===== src/rtl/trapdoor_pkg.sv =====
package trapdoor_pkg;
  localparam int ADDR_W = 3;
  localparam int DATA_W = 16;
  localparam int REG_W  = 8;

  localparam logic [ADDR_W-1:0] OFF_RDTIM = 3'd0;
  localparam logic [ADDR_W-1:0] OFF_WRTIM = 3'd1;
  localparam logic [ADDR_W-1:0] OFF_ARM   = 3'd1;
  localparam logic [ADDR_W-1:0] OFF_KEY   = 3'd2;
  localparam logic [ADDR_W-1:0] OFF_CTRL  = 3'd3;
  localparam logic [ADDR_W-1:0] OFF_PROBE = 3'd5;
  localparam logic [ADDR_W-1:0] OFF_MISC  = 3'd6;

  localparam logic [REG_W-1:0] KEY_OPEN    = 8'h03;
  localparam logic [REG_W-1:0] KEY_CLOSE   = 8'h83;
  localparam logic [REG_W-1:0] CTRL_COMMIT = 8'h85;
  localparam logic [REG_W-1:0] PROBE_CODE  = 8'hFF;

  typedef enum logic [1:0] {
    ST_LOCKED = 2'd0,
    ST_ARM1   = 2'd1,
    ST_ARM2   = 2'd2,
    ST_OPEN   = 2'd3
  } trapState_t;

  typedef struct packed {
    logic cfgMode;
    logic wrRdTim;
    logic wrWrTim;
    logic wrCtrl;
    logic wrProbe;
    logic wrMisc;
  } cfgStrobe_t;
endpackage


===== src/rtl/trap_ctrl.sv =====
module trap_ctrl
  import trapdoor_pkg::*;
(
  input  logic              clk,
  input  logic              rstN,
  input  logic              ioStb,
  input  logic              ioWr,
  input  logic              ioWide,
  input  logic [ADDR_W-1:0] ioAddr,
  input  logic [REG_W-1:0]  wrByte,
  output cfgStrobe_t        strb,
  output logic              fwdStb
);
  trapState_t state, stateNxt;
  logic armRead, openKey, closeKey, cfgOn, cfgWr;

  assign armRead  = ioStb && !ioWr && ioWide && (ioAddr == OFF_ARM);
  assign openKey  = ioStb && ioWr && !ioWide && (ioAddr == OFF_KEY) && (wrByte == KEY_OPEN);
  assign closeKey = ioStb && ioWr && !ioWide && (ioAddr == OFF_KEY) && (wrByte == KEY_CLOSE);

  always_comb begin
    stateNxt = state;
    unique case (state)
      ST_LOCKED: if (armRead) stateNxt = ST_ARM1;
      ST_ARM1: begin
        if (armRead)    stateNxt = ST_ARM2;
        else if (ioStb) stateNxt = ST_LOCKED;
      end
      ST_ARM2: begin
        if (armRead)      stateNxt = ST_ARM2;
        else if (openKey) stateNxt = ST_OPEN;
        else if (ioStb)   stateNxt = ST_LOCKED;
      end
      ST_OPEN: if (closeKey) stateNxt = ST_LOCKED;
      default: stateNxt = ST_LOCKED;
    endcase
  end

  always_ff @(posedge clk) begin
    if (!rstN) state <= ST_LOCKED;
    else       state <= stateNxt;
  end

  assign cfgOn = (state == ST_OPEN);
  assign cfgWr = cfgOn && ioStb && ioWr;

  always_comb begin
    strb         = '0;
    strb.cfgMode = cfgOn;
    strb.wrRdTim = cfgWr && (ioAddr == OFF_RDTIM);
    strb.wrWrTim = cfgWr && (ioAddr == OFF_WRTIM);
    strb.wrCtrl  = cfgWr && (ioAddr == OFF_CTRL);
    strb.wrProbe = cfgWr && (ioAddr == OFF_PROBE);
    strb.wrMisc  = cfgWr && (ioAddr == OFF_MISC);
  end

  assign fwdStb = ioStb && !cfgOn;
endmodule


===== src/rtl/trap_regs.sv =====
module trap_regs
  import trapdoor_pkg::*;
#(
  parameter int              NUM_DEV   = 2,
  parameter logic [REG_W-1:0] SLOW_TIM  = 8'h6B,
  parameter logic [REG_W-1:0] FAST_TIM  = 8'h58,
  parameter logic [REG_W-1:0] SLOW_ADDR = 8'h30,
  parameter logic [REG_W-1:0] FAST_ADDR = 8'h20
) (
  input  logic                     clk,
  input  logic                     rstN,
  input  logic                     clkFast,
  input  cfgStrobe_t               strb,
  input  logic [ADDR_W-1:0]        ioAddr,
  input  logic [REG_W-1:0]         wrByte,
  output logic [REG_W-1:0]         cfgRdByte,
  output logic [NUM_DEV*REG_W-1:0] rdTimOut,
  output logic [NUM_DEV*REG_W-1:0] wrTimOut,
  output logic [REG_W-1:0]         addrOut,
  output logic                     overrideOn
);
  localparam int DEV_W = (NUM_DEV > 1) ? $clog2(NUM_DEV) : 1;

  logic [REG_W-1:0] rdTim [NUM_DEV];
  logic [REG_W-1:0] wrTim [NUM_DEV];
  logic [REG_W-1:0] ctrlReg, addrReg, defTim, defAddr;
  logic [DEV_W-1:0] devSel;
  logic             probeArm;

  // strap defaults follow the live speed strap
  assign defTim  = clkFast ? FAST_TIM  : SLOW_TIM;
  assign defAddr = clkFast ? FAST_ADDR : SLOW_ADDR;

  always_ff @(posedge clk) begin
    if (!rstN) begin
      for (int d = 0; d < NUM_DEV; d++) begin
        rdTim[d] <= defTim;
        wrTim[d] <= defTim;
      end
      ctrlReg  <= '0;
      addrReg  <= defAddr;
      devSel   <= '0;
      probeArm <= 1'b0;
    end else begin
      for (int d = 0; d < NUM_DEV; d++) begin
        if (strb.wrRdTim && (devSel == DEV_W'(d))) rdTim[d] <= wrByte;
        if (strb.wrWrTim && (devSel == DEV_W'(d))) wrTim[d] <= wrByte;
      end
      if (strb.wrCtrl)  ctrlReg  <= wrByte;
      if (strb.wrProbe) probeArm <= (wrByte == PROBE_CODE);
      if (strb.wrMisc) begin
        // small values pick a device, larger ones are the shared setup
        if (wrByte < REG_W'(NUM_DEV)) devSel  <= wrByte[DEV_W-1:0];
        else                          addrReg <= wrByte;
      end
    end
  end

  assign overrideOn = (ctrlReg == CTRL_COMMIT);

  always_comb begin
    cfgRdByte = '0;
    case (ioAddr)
      OFF_RDTIM: cfgRdByte = rdTim[devSel];
      OFF_WRTIM: cfgRdByte = wrTim[devSel];
      OFF_CTRL:  cfgRdByte = ctrlReg;
      OFF_PROBE: cfgRdByte = {{(REG_W-1){1'b0}}, probeArm & clkFast};
      OFF_MISC:  cfgRdByte = addrReg;
      default:   cfgRdByte = '0;
    endcase
  end

  for (genvar g = 0; g < NUM_DEV; g++) begin : g_dev
    assign rdTimOut[g*REG_W +: REG_W] = overrideOn ? rdTim[g] : defTim;
    assign wrTimOut[g*REG_W +: REG_W] = overrideOn ? wrTim[g] : defTim;
  end

  assign addrOut = overrideOn ? addrReg : defAddr;
endmodule


===== src/rtl/cfg_trapdoor.sv =====
module cfg_trapdoor
  import trapdoor_pkg::*;
(
  input  logic          clk,
  input  logic          rstN,
  input  logic          clkFast,
  input  logic          ioStb,
  input  logic          ioWr,
  input  logic          ioWide,
  input  logic [2:0]    ioAddr,
  input  logic [15:0]   ioWdata,
  output logic [15:0]   ioRdata,
  output logic          tfStb,
  output logic          tfWr,
  output logic          tfWide,
  output logic [2:0]    tfAddr,
  output logic [15:0]   tfWdata,
  input  logic [15:0]   tfRdata,
  output logic [15:0]   rdTiming,
  output logic [15:0]   wrTiming,
  output logic [7:0]    addrSetup,
  output logic          overrideOn
);
  localparam int NUM_DEV = 2;

  cfgStrobe_t       strb;
  logic             cfgMode;
  logic [REG_W-1:0] cfgRdByte;

  trap_ctrl u_ctrl (
    .clk    (clk),
    .rstN   (rstN),
    .ioStb  (ioStb),
    .ioWr   (ioWr),
    .ioWide (ioWide),
    .ioAddr (ioAddr),
    .wrByte (ioWdata[REG_W-1:0]),
    .strb   (strb),
    .fwdStb (tfStb)
  );

  trap_regs #(.NUM_DEV(NUM_DEV)) u_regs (
    .clk        (clk),
    .rstN       (rstN),
    .clkFast    (clkFast),
    .strb       (strb),
    .ioAddr     (ioAddr),
    .wrByte     (ioWdata[REG_W-1:0]),
    .cfgRdByte  (cfgRdByte),
    .rdTimOut   (rdTiming),
    .wrTimOut   (wrTiming),
    .addrOut    (addrSetup),
    .overrideOn (overrideOn)
  );

  assign cfgMode = strb.cfgMode;
  assign tfWr    = ioWr;
  assign tfWide  = ioWide;
  assign tfAddr  = ioAddr;
  assign tfWdata = ioWdata;
  assign ioRdata = cfgMode ? {{(DATA_W-REG_W){1'b0}}, cfgRdByte} : tfRdata;
endmodule


===== config.mk =====
export PLATFORM = sky130hd
export DESIGN_NAME = cfg_trapdoor
export DESIGN_NICKNAME = d
export VERILOG_FILES = /design/src/rtl/trapdoor_pkg.sv /design/src/rtl/trap_ctrl.sv /design/src/rtl/trap_regs.sv /design/src/rtl/cfg_trapdoor.sv
export SDC_FILE = /design/constraint.sdc
export NUM_CORES = 1
export LEC_CHECK = 0
export BUFFER_PORTS_ARGS = -buffer_cell sky130_fd_sc_hd__buf_2
export CORE_ASPECT_RATIO = 1.75
export CORE_MARGIN = 2
export CORE_UTILIZATION = 50
export CTS_CLUSTER_SIZE = 8
export DETAILED_ROUTE_END_ITERATION = 10
export PLACE_DENSITY = 0.93
export SLEW_MARGIN = 10
export SYNTH_ARGS = -nofsm -noshare
export SYNTH_HDL_FRONTEND = slang
export SYNTH_SLANG_ARGS = --single-unit

===== constraint.sdc =====
create_clock -name clk -period 3.4 [get_ports clk]
set_clock_uncertainty 0.2 [all_clocks]
set_input_delay 0.17 -clock clk [delete_from_list [all_inputs] [get_ports clk]]
set_output_delay 0.17 -clock clk [all_outputs]
set_load 0.005 [all_outputs]

# ---- Yosys cells after proc, flatten, opt, wreduce, memory -nomap -nowiden
# Memory sizes are Yosys's and may differ from the RTL's. A register that Yosys moved wholly into a read port is not among the register bits.
# Cells that the tools add are included.
dict set report word_totals {
  wordCells 98
  memories 2
  mem_bits_rw 32
  register_bits 20
}
dict set report classes {
  n_reduce_logical 28
  n_lt_le_gt_ge 1
  mux 40
  bitwise_logic 6
  eq_ne 16
}
# name words width rd rd_clocked_by_memory_dff wr line
set memory_table {}
lappend memory_table {u_regs.rdTim 2 8 3 1 2 trap_regs.sv:24} ;# logic [REG_W-1:0] rdTim [NUM_DEV];
lappend memory_table {u_regs.wrTim 2 8 3 1 2 trap_regs.sv:25} ;# logic [REG_W-1:0] wrTim [NUM_DEV];
# cell count
set ops {}
lappend ops {{$mux 8} 12}
lappend ops {{$pmux 8 s5} 1}
lappend ops {{$eq 8x8->1 const B} 3}
lappend ops {{$logic_and 1x1->1} 20}
lappend ops {{$mux 1} 17}
lappend ops {{$mux 16} 1}
lappend ops {{$mux 2} 6}
lappend ops {{$eq 8x2->1 const B} 1}
lappend ops {{$lt 8x2->1 const B} 1}
lappend ops {{$pmux 2 s4} 1}
lappend ops {{$eq 3x2->1 const B} 2}
lappend ops {{$eq 3x3->1 const B} 2}
lappend ops {{$mux 6} 1}
lappend ops {{$ne 2x1->1 const B} 3}
lappend ops {{$reduce_and 2->1} 3}
lappend ops {{$mux 5} 1}
lappend ops {{$eq 2x2->1 const B} 2}
lappend ops {{$or 1x1->1} 4}
lappend ops {{$eq 3x1->1 const B} 1}
lappend ops {{$logic_not 1->1} 3}
lappend ops {{$logic_not 3->1} 1}
lappend ops {{$eq 2x1->1 const B} 1}
lappend ops {{$logic_not 2->1} 1}
lappend ops {{$ne 2x2->1 const B} 1}
lappend ops {{other kinds (2)} 2}

# ---- Longest topological paths before layout
# Gate-level depths: netlist of the first run.
dict set report depth {
  ltp_word 9
  mapped_depth 6
  ltp_nobuf 4
}

# ---- Modules after synthesis
# A second synthesis of the first run with hierarchy kept.
dict set report unflattened {
  hier_cells 307
  hier_area_um2 3270.6
}
# mod area_each_um2 cells_per_inst seq_area_each_um2 n_inst
set modules_own_cells {}
lappend modules_own_cells {trap_regs 2666.3 233 1421.4 1}
lappend modules_own_cells {cfg_trapdoor 351.6 39 0.0 1}
lappend modules_own_cells {trap_ctrl 252.7 35 40.0 1}

# ---- Worst setup path after synthesis of the first run
# OpenSTA, ideal clock, no wires.
dict set report synth_path {
  path_kind {input to register}
  startpoint {input ioAddr[1]}
  endpoint {memory u_regs.wrTim[1][0], enable pin}
  arrival_ps 1630
  path_stages 5
  required_time_ps 2816
  path_buffers 2
  path_slack_ps 1186
  cell_sequence {clkbuf_1 > nor2_1 > clkbuf_1 > nand3_1 > o21ai_0}
}
# item line
set synth_rtl {}
lappend synth_rtl {{from (decl)} cfg_trapdoor.sv:10} ;# input logic [2:0] ioAddr,
lappend synth_rtl {{to (decl)} trap_regs.sv:25}

# ---- Final worst setup path of the first run
dict set report layout_path {
  startpoint {register u_regs.ctrlReg[3]}
  endpoint {output wrTiming[1]}
}
dict set report layout_between {
  elab_chain_cells 2
}
# item line
set layout_rtl {}
lappend layout_rtl {{from (decl)} trap_regs.sv:26} ;# logic [REG_W-1:0] ctrlReg, addrReg, defTim, defAddr;
lappend layout_rtl {{from (signal assigned)} trap_regs.sv:49} ;# if (strb.wrCtrl) ctrlReg <= wrByte;
lappend layout_rtl {{$eq 8x8->1} trap_regs.sv:59} ;# assign overrideOn = (ctrlReg == CTRL_COMMIT);
lappend layout_rtl {{$mux 8} trap_regs.sv:75} ;# assign wrTimOut[g*REG_W +: REG_W] = overrideOn ? wrTim[g] : defTim;
lappend layout_rtl {{to (decl)} cfg_trapdoor.sv:20} ;# output logic [15:0] wrTiming,
# Every way passes these cells.

==> results of run 1 <==
[worst paths after layout]
check                                          to              start  cells after the start  slack (ns)
worst max-delay path                  wrTiming[1]  u_regs.ctrlReg[3]                      6        0.72
worst min-delay path            u_regs.ctrlReg[7]         ioWdata[7]                      3        0.01
worst max register to register  u_regs.addrReg[1]    u_ctrl.state[1]                      4        1.00
worst min register to register    u_regs.probeArm    u_regs.probeArm                      2        0.35
[kinds of logic after synthesis]
group                  Yosys count  synth area share
buffers and inverters           50           0.08611
flip-flops                      53            0.4700
AND/OR/NAND/NOR                118            0.2161
AO/OA/AOI/OAI                   67            0.1497
multiplexers                    17           0.07525
XOR/XNOR                         1          0.002817
[worst register-to-register path, delay by kind of cell (launching register included)]
kind,cells,cell delay [ns]
AOI/OAI and AO/OA,1,0.57
buffers and inverters,1,0.27
DFF,1,0.46
and+or+nand+nor,2,0.62
[synth_stat cells, drive strengths merged, types with 3 or more instances]
library cell  number  area (um^2)
a21o              13        97.59
a21oi              9        45.04
a22o               6        52.55
a22oi              5        37.54
and2              27        168.9
buf               22        162.7
clkbuf            22        82.58
dfxtp             13        260.3
edfxtp            40         1201
inv                6        22.52
mux2i             11        110.1
mux4               5        112.6
nand2             16        60.06
nand2b             3        18.77
nand3             11        55.05
nand4              3        18.77
nand4b             3        26.28
nor2              14        52.55
nor2b             15        93.84
o211ai             4        30.03
o21a               7        52.55
o21ai             12        60.06
or2                4        25.02
or3               10        62.56
or4                4        30.03
[sequential cells by signal, summed over array words and instances (netlist names), named ones only]
| register | flops |
|---|---|
| u_regs.ctrlReg | 8 |
| u_regs.devSel | 1 |
| u_regs.wrTim | 16 |
| u_ctrl.state | 2 |
| u_regs.addrReg | 8 |
| u_regs.probeArm | 1 |
| u_regs.rdTim | 16 |
[where the power goes]
group / total [mW] / internal, mW / switching [mW]
registers: 0.741 / 0.724 / 0.0171
logic: 0.163 / 0.0726 / 0.0899
clock network: 0.335 / 0.139 / 0.196
[area by class of cell]
class	count	area, um^2	area share
flip-flops and latches	53	1461	0.4036
well taps	80	100.1	0.02764
multi-input cells	203	1380	0.3811
clock buffers	5	68.82	0.01900
repair buffers	111	575.6	0.1589
clock inverters	3	12.51	0.003455
inverters	6	22.52	0.006220
[metal layers]
metal / routed length [um] / share of wire
met5: 0 / 0
met4: 292 / 0.035
met3: 430 / 0.051
met2: 4795 / 0.57
met1: 2931 / 0.35
[per-stage QoR]
| stage | std cells | hold WS (ns) | power (mW) | cell area, um^2 | worst slack [ns] |
|---|---|---|---|---|---|
| 6_report | 461 | 0.01185 | 1.238 | 3621 | 0.7203 |
| 5_1_grt | 461 | 0.01959 | 1.273 | 3621 | 0.6115 |
| 4_1_cts | 461 | 0.002762 | 1.235 | 3621 | 0.7346 |
| 3_5_place_dp | 453 | 0.1401 | 0.9165 | 3540 | 0.9520 |
| 3_3_place_gp | 453 | 0.1401 | 0.9116 | 3540 | 1.030 |
| 2_1_floorplan | 306 | 0.1362 | 0.8475 | 3109 | 1.186 |
==> results.md, run 1 <==
Route:
- The number of detailed-route iterations in the first pass is 5.
- The total number of vias is between 2k and 3k.
- The number of violations reported at the end of detailed-routing iteration 0 is 143.
- The average routed wire per standard cell is between 15 and 20 um.
- The remaining number of nets flagged by the antenna check after routing is 0.
- The final layout contains routed wiring with a total length of 8449 um.
- The routed via count divided by cell count is 5.731.
- For this run, design rule violations remaining after detail routing come to 0.

Setup path:
- The cell that appears most often on the critical path is nor2_1.
- The required time reported for the critical path endpoint is around 3.0 ns.
- Data arrives at the worst endpoint at 2.31 ns.
- Of all nets on the critical path, the largest fanout is 16.
- The buffering stage count on the worst path with inverters included is 2.
- The critical path class is flip-flop to output pin.
- STA classifies the critical path startpoint as a flip-flop.
- Broken down by cell family, the worst path's largest delay share belongs to simple AND/OR/NAND/NOR gates.
- In this design, the stage delay of the slowest critical-path cell is slightly below 0.7 ns.
- Traced cell by cell, the critical path runs through or4_1, nor2_1, buf_4, nor2_1, a21o_1, buf_2.
- The worst setup path is captured at an output pin.
- For this design, the slowest cell found on the critical path is or4_1.

Timing:
- Setup total negative slack on the finished layout was measured at 0 ns.
- The worst-case headroom to the max-slew limit is 0.4577.
- Based on the critical path, the design can be clocked at up to 0.3732 GHz.
- For the pin with the worst max-slew slack, the measured transition is 0.8104 ns.
- The final count of hold timing violations came to 0.
- The final setup violation count is 0.
- Setup repair after global routing left no endpoint under its margin.
- Subtracting the final worst setup slack from the clock period gives between 2 and 3 ns.
- The max-slew violation count is 0.
- Dividing the final minimum period by the clock period gives 0.7881.

Synthesis:
- The mapped netlist covers 3109 um^2.
- The count of yosys warnings during synthesis is 0.
- The number of standard cells after synthesis is about 310.
- Counting flops with a built-in enable in the synthesized netlist gives 40.
- The most used flip-flop cell after synthesis is edfxtp_1.
- The mean instance size in the synthesized netlist is 10.16 um^2.
- The sequential element share of the synthesized area is 0.4700.
- Synthesis inferred 53 register bits.
- The synthesized net count is between 300 and 400.
- Synthesis instantiated 40 different standard cells from the library.
- For this run, asynchronously set or reset flops after synthesis account for 0.

Finish:
- The number of inserted diodes is 0.
- The final layout net count is 421.
- The relative area change from synthesis to final layout is 16.46%.
- The layout has 538 filler cells.
- For this run, the share of the core covered by cells in the final layout is 0.5950.
- The library cells used most frequently in the layout, excluding fill and tap cells, are buf_2, edfxtp_1, and2_1, nand2_1, nor2b_1.
- Leaving out fill and tap cells, the most frequent cell in the layout is buf_2.
- In the final layout, the share of cells above drive strength 1 is 0.3333.

Floorplan:
- The horizontal die dimension is 63.61 um.
- The die is approximately 110 um tall.
- After floorplanning, the core was sized to cover slightly above 6000 um^2.
- In this run the count of I/O pins placed on the die edge is 120.
- The initial core utilization is 0.5109.
- The floorplan has 38 rows.
- The floorplan step defined a die boundary enclosing 6890 um^2.

Status:
- The flow ran to the end, and the final reports show no timing, DRC or antenna violations.

GRT:
- The met1 usage is 0.2632.
- The via count of the first global-routing pass is about 2.5k.
- Entering global routing, the biggest net connects 32 pins.
- For met2 alone, demand over resource in global routing was 0.4556.
- The global-route wire length before repair is 12770 um.
- In the global route stage, met3 resource usage came out at 0.02601.
- The number of antenna violations at the first check in global routing is 0.
- The total overflow left after global routing is 0.
- Across every metal layer, demand over resource in global routing totals 0.2437.
- The global routing stage identified its most utilized layer as met2.

CTS:
- For this design, the sink count on the clock tree is 53.
- The cell sitting at the root of the clock tree is a clkbuf_8.
- In this run the post-CTS setup repair buffer count came out at 0.
- The later pin in the worst-skew pair is clocked with a latency of 0.30 ns.
- After clock tree synthesis, the clock-pin slew on the worst setup and hold paths is 0.09 ns.
- In this run, CTS created clock tree buffers numbering 5.
- The largest buffer count on any clock path is 2.
- The post-cts resize count is 0.
- The TritonCTS clock tree is yes.
- The number of hold buffers added after CTS is 0.
- The H-tree was split into 2 levels.

Power and ir drop:
- The maximum VDD drop is about 220 uV.
- Summed over all cells, the static leakage comes to 1.534 nW.
- The total power per unit cell area is roughly 340 nW/um^2.

Hold path:
- The tightest min-delay check is of the input port to flip-flop type.

Placed design:
- The HPWL reported at the end of detailed placement is 6524 um.
- The weighted congestion reported at the end of routability-driven placement is about 0.96.
- The count of input and output buffers is 103.

Run:
- The count of maximum capacitance violations is 0.
Note: power is estimated with default switching activity, not from simulation.
==> run 2: changes to the inputs <==
- CORE_UTILIZATION: 50 -> 49
- PLACE_DENSITY: 0.93 -> 0.91
- clock period: 3.4 -> 2.5 ns (I/O delays scaled with it)
==> results.md, run 2 (synthesis results as in run 1) <==
Setup path:
- In this run the worst path has a maximum fanout of 8.
- The critical path goes through mux2i_1, o311ai_0, a22o_1, buf_2.
- Counting cells, the worst reg-to-reg path comes to 4.
- The cell at the slowest stage of the critical path is dfxtp_1.
- Data on the critical path arrives at its endpoint at 2.03 ns.
- The required time reported for the critical path endpoint is about 2.2 ns.
- Together, buffers and inverters on the worst path number 1.
- The kind of start point of the critical path is a flip-flop.
- The cell family contributing the most delay on the critical path is compound AO/OA/AOI/OAI gates.
- For this run, the slowest stage of the critical path takes roughly 0.62 ns.
- The endpoint class of the critical path is an output pin.
- The worst setup path is of the flip-flop to output pin kind.
- The minimum setup slack among reg-to-reg paths is 0.38 ns.
- The logic depth of the worst path, buffers included is 4.

Power and ir drop:
- IR analysis of the VDD net gives a maximum drop of around 430 uV.
- The fraction of power consumed by the clock network is 0.301.
- The switching power of the nets is 424.6 uW.
- Of the total power, registers draw 0.566.
- The total power per unit cell area is between 400 and 500 nW/um^2.
- The leakage power summed over all cells is 1.598 nW.
- The internal power contribution is approximately 1.4 mW.
- Of the total power, the share spent switching nets is 0.2392.
- The part of the power in combinational logic is 0.133.

Finish:
- Counting the fill cells in the layout gives 515.
- The most common cell after layout, fill and taps aside is buf_2.
- The final layout contains 433 nets.
- In the final layout, the share of cells above drive strength 1 is 0.3435.
- The relative area change from synthesis to final layout is 21.13%.
- The largest registers in the layout are u_regs.rdTim (16), u_regs.wrTim (16).
- In the layout the commonest cells are buf_2, edfxtp_1, and2_1, nand2_1, nor2b_1.
- The non-filler instance count after layout is 473.
- 0 antenna diodes ended up in the layout.

Timing:
- The worst hold slack is 0.01832 ns.
- The final count of hold timing violations is 0.
- The actual slew at the worst max-slew pin is 0.6807 ns.
- The max-slew violation count is 0.
- Adding up every negative setup slack in the final design gives 0 ns.
- The post-route minimum period is between 2 and 2.5 ns.
- The highest clock rate is ~0.42 GHz.
- The share of the clock period used by the worst path after layout is 0.9422.
- Setup violations remaining at the end of the flow were counted as 0.
- Setup repair after global routing left no endpoint under its margin.
- Measured against its own limit, the worst slew margin works out to 0.5404.

Status:
- The flow ran to the end, and the final reports show no timing, DRC or antenna violations.

Floorplan:
- The core region is 6181 um^2.
- The floorplan die area is 7024 um^2.
- The I/O pin count is 120.
- The horizontal die dimension is roughly 64 um.
- The initial utilization of the core area, before any placement, comes to 0.5030.
- Measured along the y axis, the die boundary spans 109.4 um.
- In this run the core area contains 38 standard-cell rows.

CTS:
- The later pin in the worst-skew pair is clocked with a latency of slightly above 0.3 ns.
- The largest buffer count on any clock path is 2.
- After clock tree synthesis, the clock-pin slew on the worst setup and hold paths is 0.10 ns.
- The clock sink total is between 50 and 60.
- The root cell of the clock tree is clkbuf_8.
- The CTS buffer count is 5.
- The number of H-tree levels is 2.
- TritonCTS built the clock tree.
- The buffer count from post-CTS setup fixing is 0.

Route:
- Wires add up to 8392 um.
- The pre-antenna-repair detailed-routing pass consisted of 4 iterations.
- The average routed wire per standard cell is roughly 18 um.
- After detailed routing, the number of vias per cell comes to 5.700.
- The total number of vias is between 2k and 3k.
- Once detail routing completed, the nets flagged for antenna violations numbered 0.
- The number of violations reported at the end of detailed-routing iteration 0 is 141.
- The count of unresolved DRC violations after routing is 0.

Hold path:
- The worst hold path was traced through 2 stages.
- The type of the worst min-delay path is input port to flip-flop.

Placed design:
- The count of input and output buffers is 103.
- The HPWL reported at the end of detailed placement is 6304 um.
- The cell count after placement is 456.
- At the end of routability-driven placement, the weighted congestion stood at ~0.88.

GRT:
- The total overflow left after global routing is 0.
- The via count of the first global-routing pass came to 2630.
- The total routing resource utilization after global routing is 0.2404.
- The number of antenna violations at the first check in global routing is 0.
- Entering global routing, the biggest net connects 22 pins.
- The first global-routing pass estimated 12740 um of wire.

Run:
- The count of maximum capacitance violations is 0.
==> run 2: changes by cell type in the layout (fill, tap and decap cells not counted), sizes merged <==
cell,delta
clkbuf,+2
buf,+3
clkinv,-3
inv,+1
dlygate4sd3,+9
==> run 2: area by class of cell <==
| type | instances | area [um^2] | share of cell area |
|---|---|---|---|
| clock buffer | 7 | 96.34 | 0.02558 |
| multi-input combinational | 203 | 1389 | 0.3688 |
| timing repair buffer | 123 | 688.2 | 0.1827 |
| tap | 80 | 100.1 | 0.02658 |
| inverter | 6 | 22.52 | 0.005980 |
| sequential | 53 | 1461 | 0.3880 |
| clock inverter | 1 | 8.758 | 0.002326 |
==> run 2: worst reg2reg max path, cell delays in order (launching register included) <==
cell,delay [ns]
dfxtp_1,0.46
and4_1,0.41
nand4b_1,0.33
nand2_1,0.26
o21ai_0,0.18
==> run 2: metal layers <==
layer,GRT usage,part of all wire,up-vias
li1,-,-,1267
met1,0.2638,0.38,1297
met2,0.4464,0.55,109
met3,0.02661,0.043,23
met4,0.1307,0.032,0
met5,0,0,-
==> run 2: worst paths after layout <==
check                        from            endpoint
setup / recovery        flip-flop          ioRdata[0]
hold / removal            clkFast   u_regs.addrReg[4]
setup reg to reg  u_ctrl.state[1]  u_regs.rdTim[0][4]
hold reg to reg   u_regs.probeArm     u_regs.probeArm
==> run 2: power by group through the flow <==
stage | Combinational, mW | Sequential (mW) | Clock (mW)
2_1_floorplan | 0.137 | 1.02 | 0
3_3_place_gp | 0.217 | 1.02 | 0
3_5_place_dp | 0.224 | 1.02 | 0
4_1_cts | 0.235 | 1.00 | 0.535
5_1_grt | 0.256 | 1.01 | 0.567
6_report | 0.236 | 1.00 | 0.534
==> run 2: repair_timing <==
item | in CTS | in global routing
setup endpoints to repair | 1 | 27
endpoints found under the hold margin | 11 | 0
gates resized for setup | 1 | 3
hold buffers | 9 | 0
==> run 2: per-stage QoR <==
stage          worst slack, ns  total power, mW  cell area, um^2    util
2_1_floorplan           0.3096            1.153             3109       -
3_3_place_gp            0.4240            1.239             3562  0.5763
3_5_place_dp            0.3120            1.247             3562  0.5763
4_1_cts                0.05166            1.774             3760  0.6083
5_1_grt                0.05046            1.831             3766  0.6093
6_report                0.1446            1.775             3766  0.6093
==> run 3: changes to the inputs <==
- CORE_UTILIZATION: 49 -> 44
- PLACE_DENSITY: 0.91 -> 0.84
==> results.md, run 3 (synthesis results as in run 1) <==
CTS:
- The buffer count from post-CTS setup fixing is 0.
- Clock tree synthesis found a total of 53 sinks.
- The largest buffer count on any clock path is 2.
- Buffers inserted during clock tree synthesis total 5.
- The number of H-tree levels is 2.
- After clock tree synthesis, the clock-pin slew on the worst setup and hold paths is about 0.070 ns.
- The TritonCTS clock tree is yes.
- The clock reaches the later pin of the worst-skew pair after 0.29 ns.
- The root cell of the clock tree is clkbuf_16.

Floorplan:
- Pin placement for this block handled 120 I/O pins.
- The floorplan core area is 6857 um^2.
- The initial utilization of the core area, before any placement, comes to 0.4535.
- The floorplan die area is 7781 um^2.
- The die height is 115.2 um.
- The horizontal die dimension is 67.55 um.
- After floorplanning, the core was divided into 40 placement rows.

Route:
- The total length of routed wires is 8353 um.
- For this run, the detailed router's first-pass iteration total came to 5.
- The count of nets left with antenna violations once routing finished came out at 0.
- The number of violations reported at the end of detailed-routing iteration 0 is 158.
- After detailed routing, the number of vias per cell comes to around 5.6.
- The average routed wire per standard cell is between 15 and 20 um.
- After detailed routing, the number of remaining DRC violations is 0.
- The final route contains about 2.6k vias.

Setup path:
- For the worst setup path, the data required time is about 2.2 ns.
- The slowest stage of the critical path belongs to the cell or4_4.
- The worst setup path is launched from a flip-flop.
- The signal on the critical path passes through or4_4, nor2_1, nor2_1, a21o_1, buf_2.
- The critical path class is flip-flop to output pin.
- The critical path's largest stage delay is ~0.60 ns.
- The maximum fanout count along the critical path is 13.
- The endpoint class of the critical path is an output pin.
- The cell with the most instances on the worst path is nor2_1.
- The worst path arrival time is 2.03 ns.

Hold path:
- The type of the worst min-delay path is input port to flip-flop.

Status:
- The run finished with clean final reports.

Placed design:
- The HPWL after detailed placement is 6507 um.
- Port buffering added between 100 and 150 buffers.
- Routability-driven placement finished with a final weighted congestion of 0.8509.

GRT:
- The total overflow left after global routing is 0.
- Entering global routing, the biggest net connects 32 pins.
- The number of antenna violations at the first check in global routing is 0.
- The via count of the first global-routing pass is 2608.
- The global-route wire length before repair is 12820 um.
- The total routing resource utilization after global routing is 0.2227.

Timing:
- The final count of hold timing violations is 0.
- After routing, the total negative slack on setup checks comes to 0 ns.
- The final setup violation count is 0.
- The worst hold slack is around 0.0032 ns.
- Derived from the worst setup path, the maximum achievable clock frequency is 0.4237 GHz.
- The actual slew at the worst max-slew pin is 0.7887 ns.
- Setup repair after global routing left no endpoint under its margin.
- The clock period could shrink to 2.360 ns.
- The share of the clock period used by the worst path after layout is 0.9440.
- In this run the tightest slew margin relative to its limit is 0.4722.
- The max-slew violation count came to 0.

Finish:
- The largest registers in the layout are u_regs.rdTim (16), u_regs.wrTim (16).
- The final core area utilization is 0.5505.
- The library cell used most frequently in the layout, excluding fill and tap cells, is buf_2.
- The number of inserted diodes is 0.
- In the layout the commonest cells are buf_2, edfxtp_1, and2_1, nand2_1, nor2b_1.
- In the final layout, the share of cells above drive strength 1 is 0.3402.
- In the final design database the tool counted 428 nets.
- The relative area change from synthesis to final layout is 21.41%.

Power and ir drop:
- In this run the power density over the cells is 530.1 nW/um^2.
- Total power for the finished layout comes to 2.001 mW.
- The analysis attributes to cell leakage a power of 1.604 nW.
- VDD sags by at most 347.8 uV.

Run:
- The tool flagged a number of max-cap violations equal to 0.
==> run 3: cell types whose count changed in the layout (fill, tap and decap cells not counted), sizes merged <==
cell / previous run / this run
inv: 7 / 6
dlygate4sd3: 9 / 4
bufinv: 0 / 1
clkbuf: 7 / 6
clkinv: 0 / 1
==> run 3: what timing repair did <==
action	CTS	global route
gates resized for setup	0	2
hold buffers	4	0
endpoints found under the hold margin	5	0
endpoints found under the setup margin	0	24
==> run 3: power by group <==
part	internal [mW]	switching, mW	leakage (nW)
Sequential	0.986	0.0218	0.476
Combinational	0.104	0.123	1.05
Clock	0.471	0.295	0.0808
==> run 3: cell type report <==
type,instances,area (um^2)
Multi-Input combinational cell,203,1384
Sequential cell,53,1461
Clock inverter,2,35.03
Inverter,6,22.52
Timing Repair Buffer,118,638.1
Tap cell,84,105.1
Clock buffer,6,128.9
Fill cell,581,3082
==> run 3: critical path: cells and delay by family (launching register included) <==
family / cells / cell delay (ns)
AOI/OAI and AO/OA: 1 / 0.22
buffers and inverters: 1 / 0.12
DFF: 1 / 0.33
and+or+nand+nor: 3 / 1.07
==> run 3: worst paths after layout <==
| kind | startpoint | end | slack (ns) | cells after the start |
|---|---|---|---|---|
| worst max-delay path | u_regs.ctrlReg[3] | wrTiming[9] | 0.14 | 5 |
| worst min-delay path | ioWdata[5] | u_regs.addrReg[5] | 0.003 | 2 |
| worst max register to register | u_ctrl.state[1] | u_regs.addrReg[2] | 0.47 | 3 |
| worst min register to register | u_regs.probeArm | u_regs.probeArm | 0.36 | 2 |
==> run 3: layer usage <==
metal	track usage	vias to the layer above	routed length [um]
met1	0.2330	1231	2825
met4	0.1320	0	293
li1	-	1263	-
met5	0	-	0
met2	0.4072	127	4681
met3	0.02740	28	552
==> run 3: metrics by stage <==
stage	cells	cell area, um^2	worst slack [ns]
final	472	3775	0.1401
after global placement	460	3567	0.2861
after detailed placement	460	3567	0.1775
after CTS	472	3771	0.008779
after global routing	472	3775	0.05789
after floorplan	306	3109	0.3096
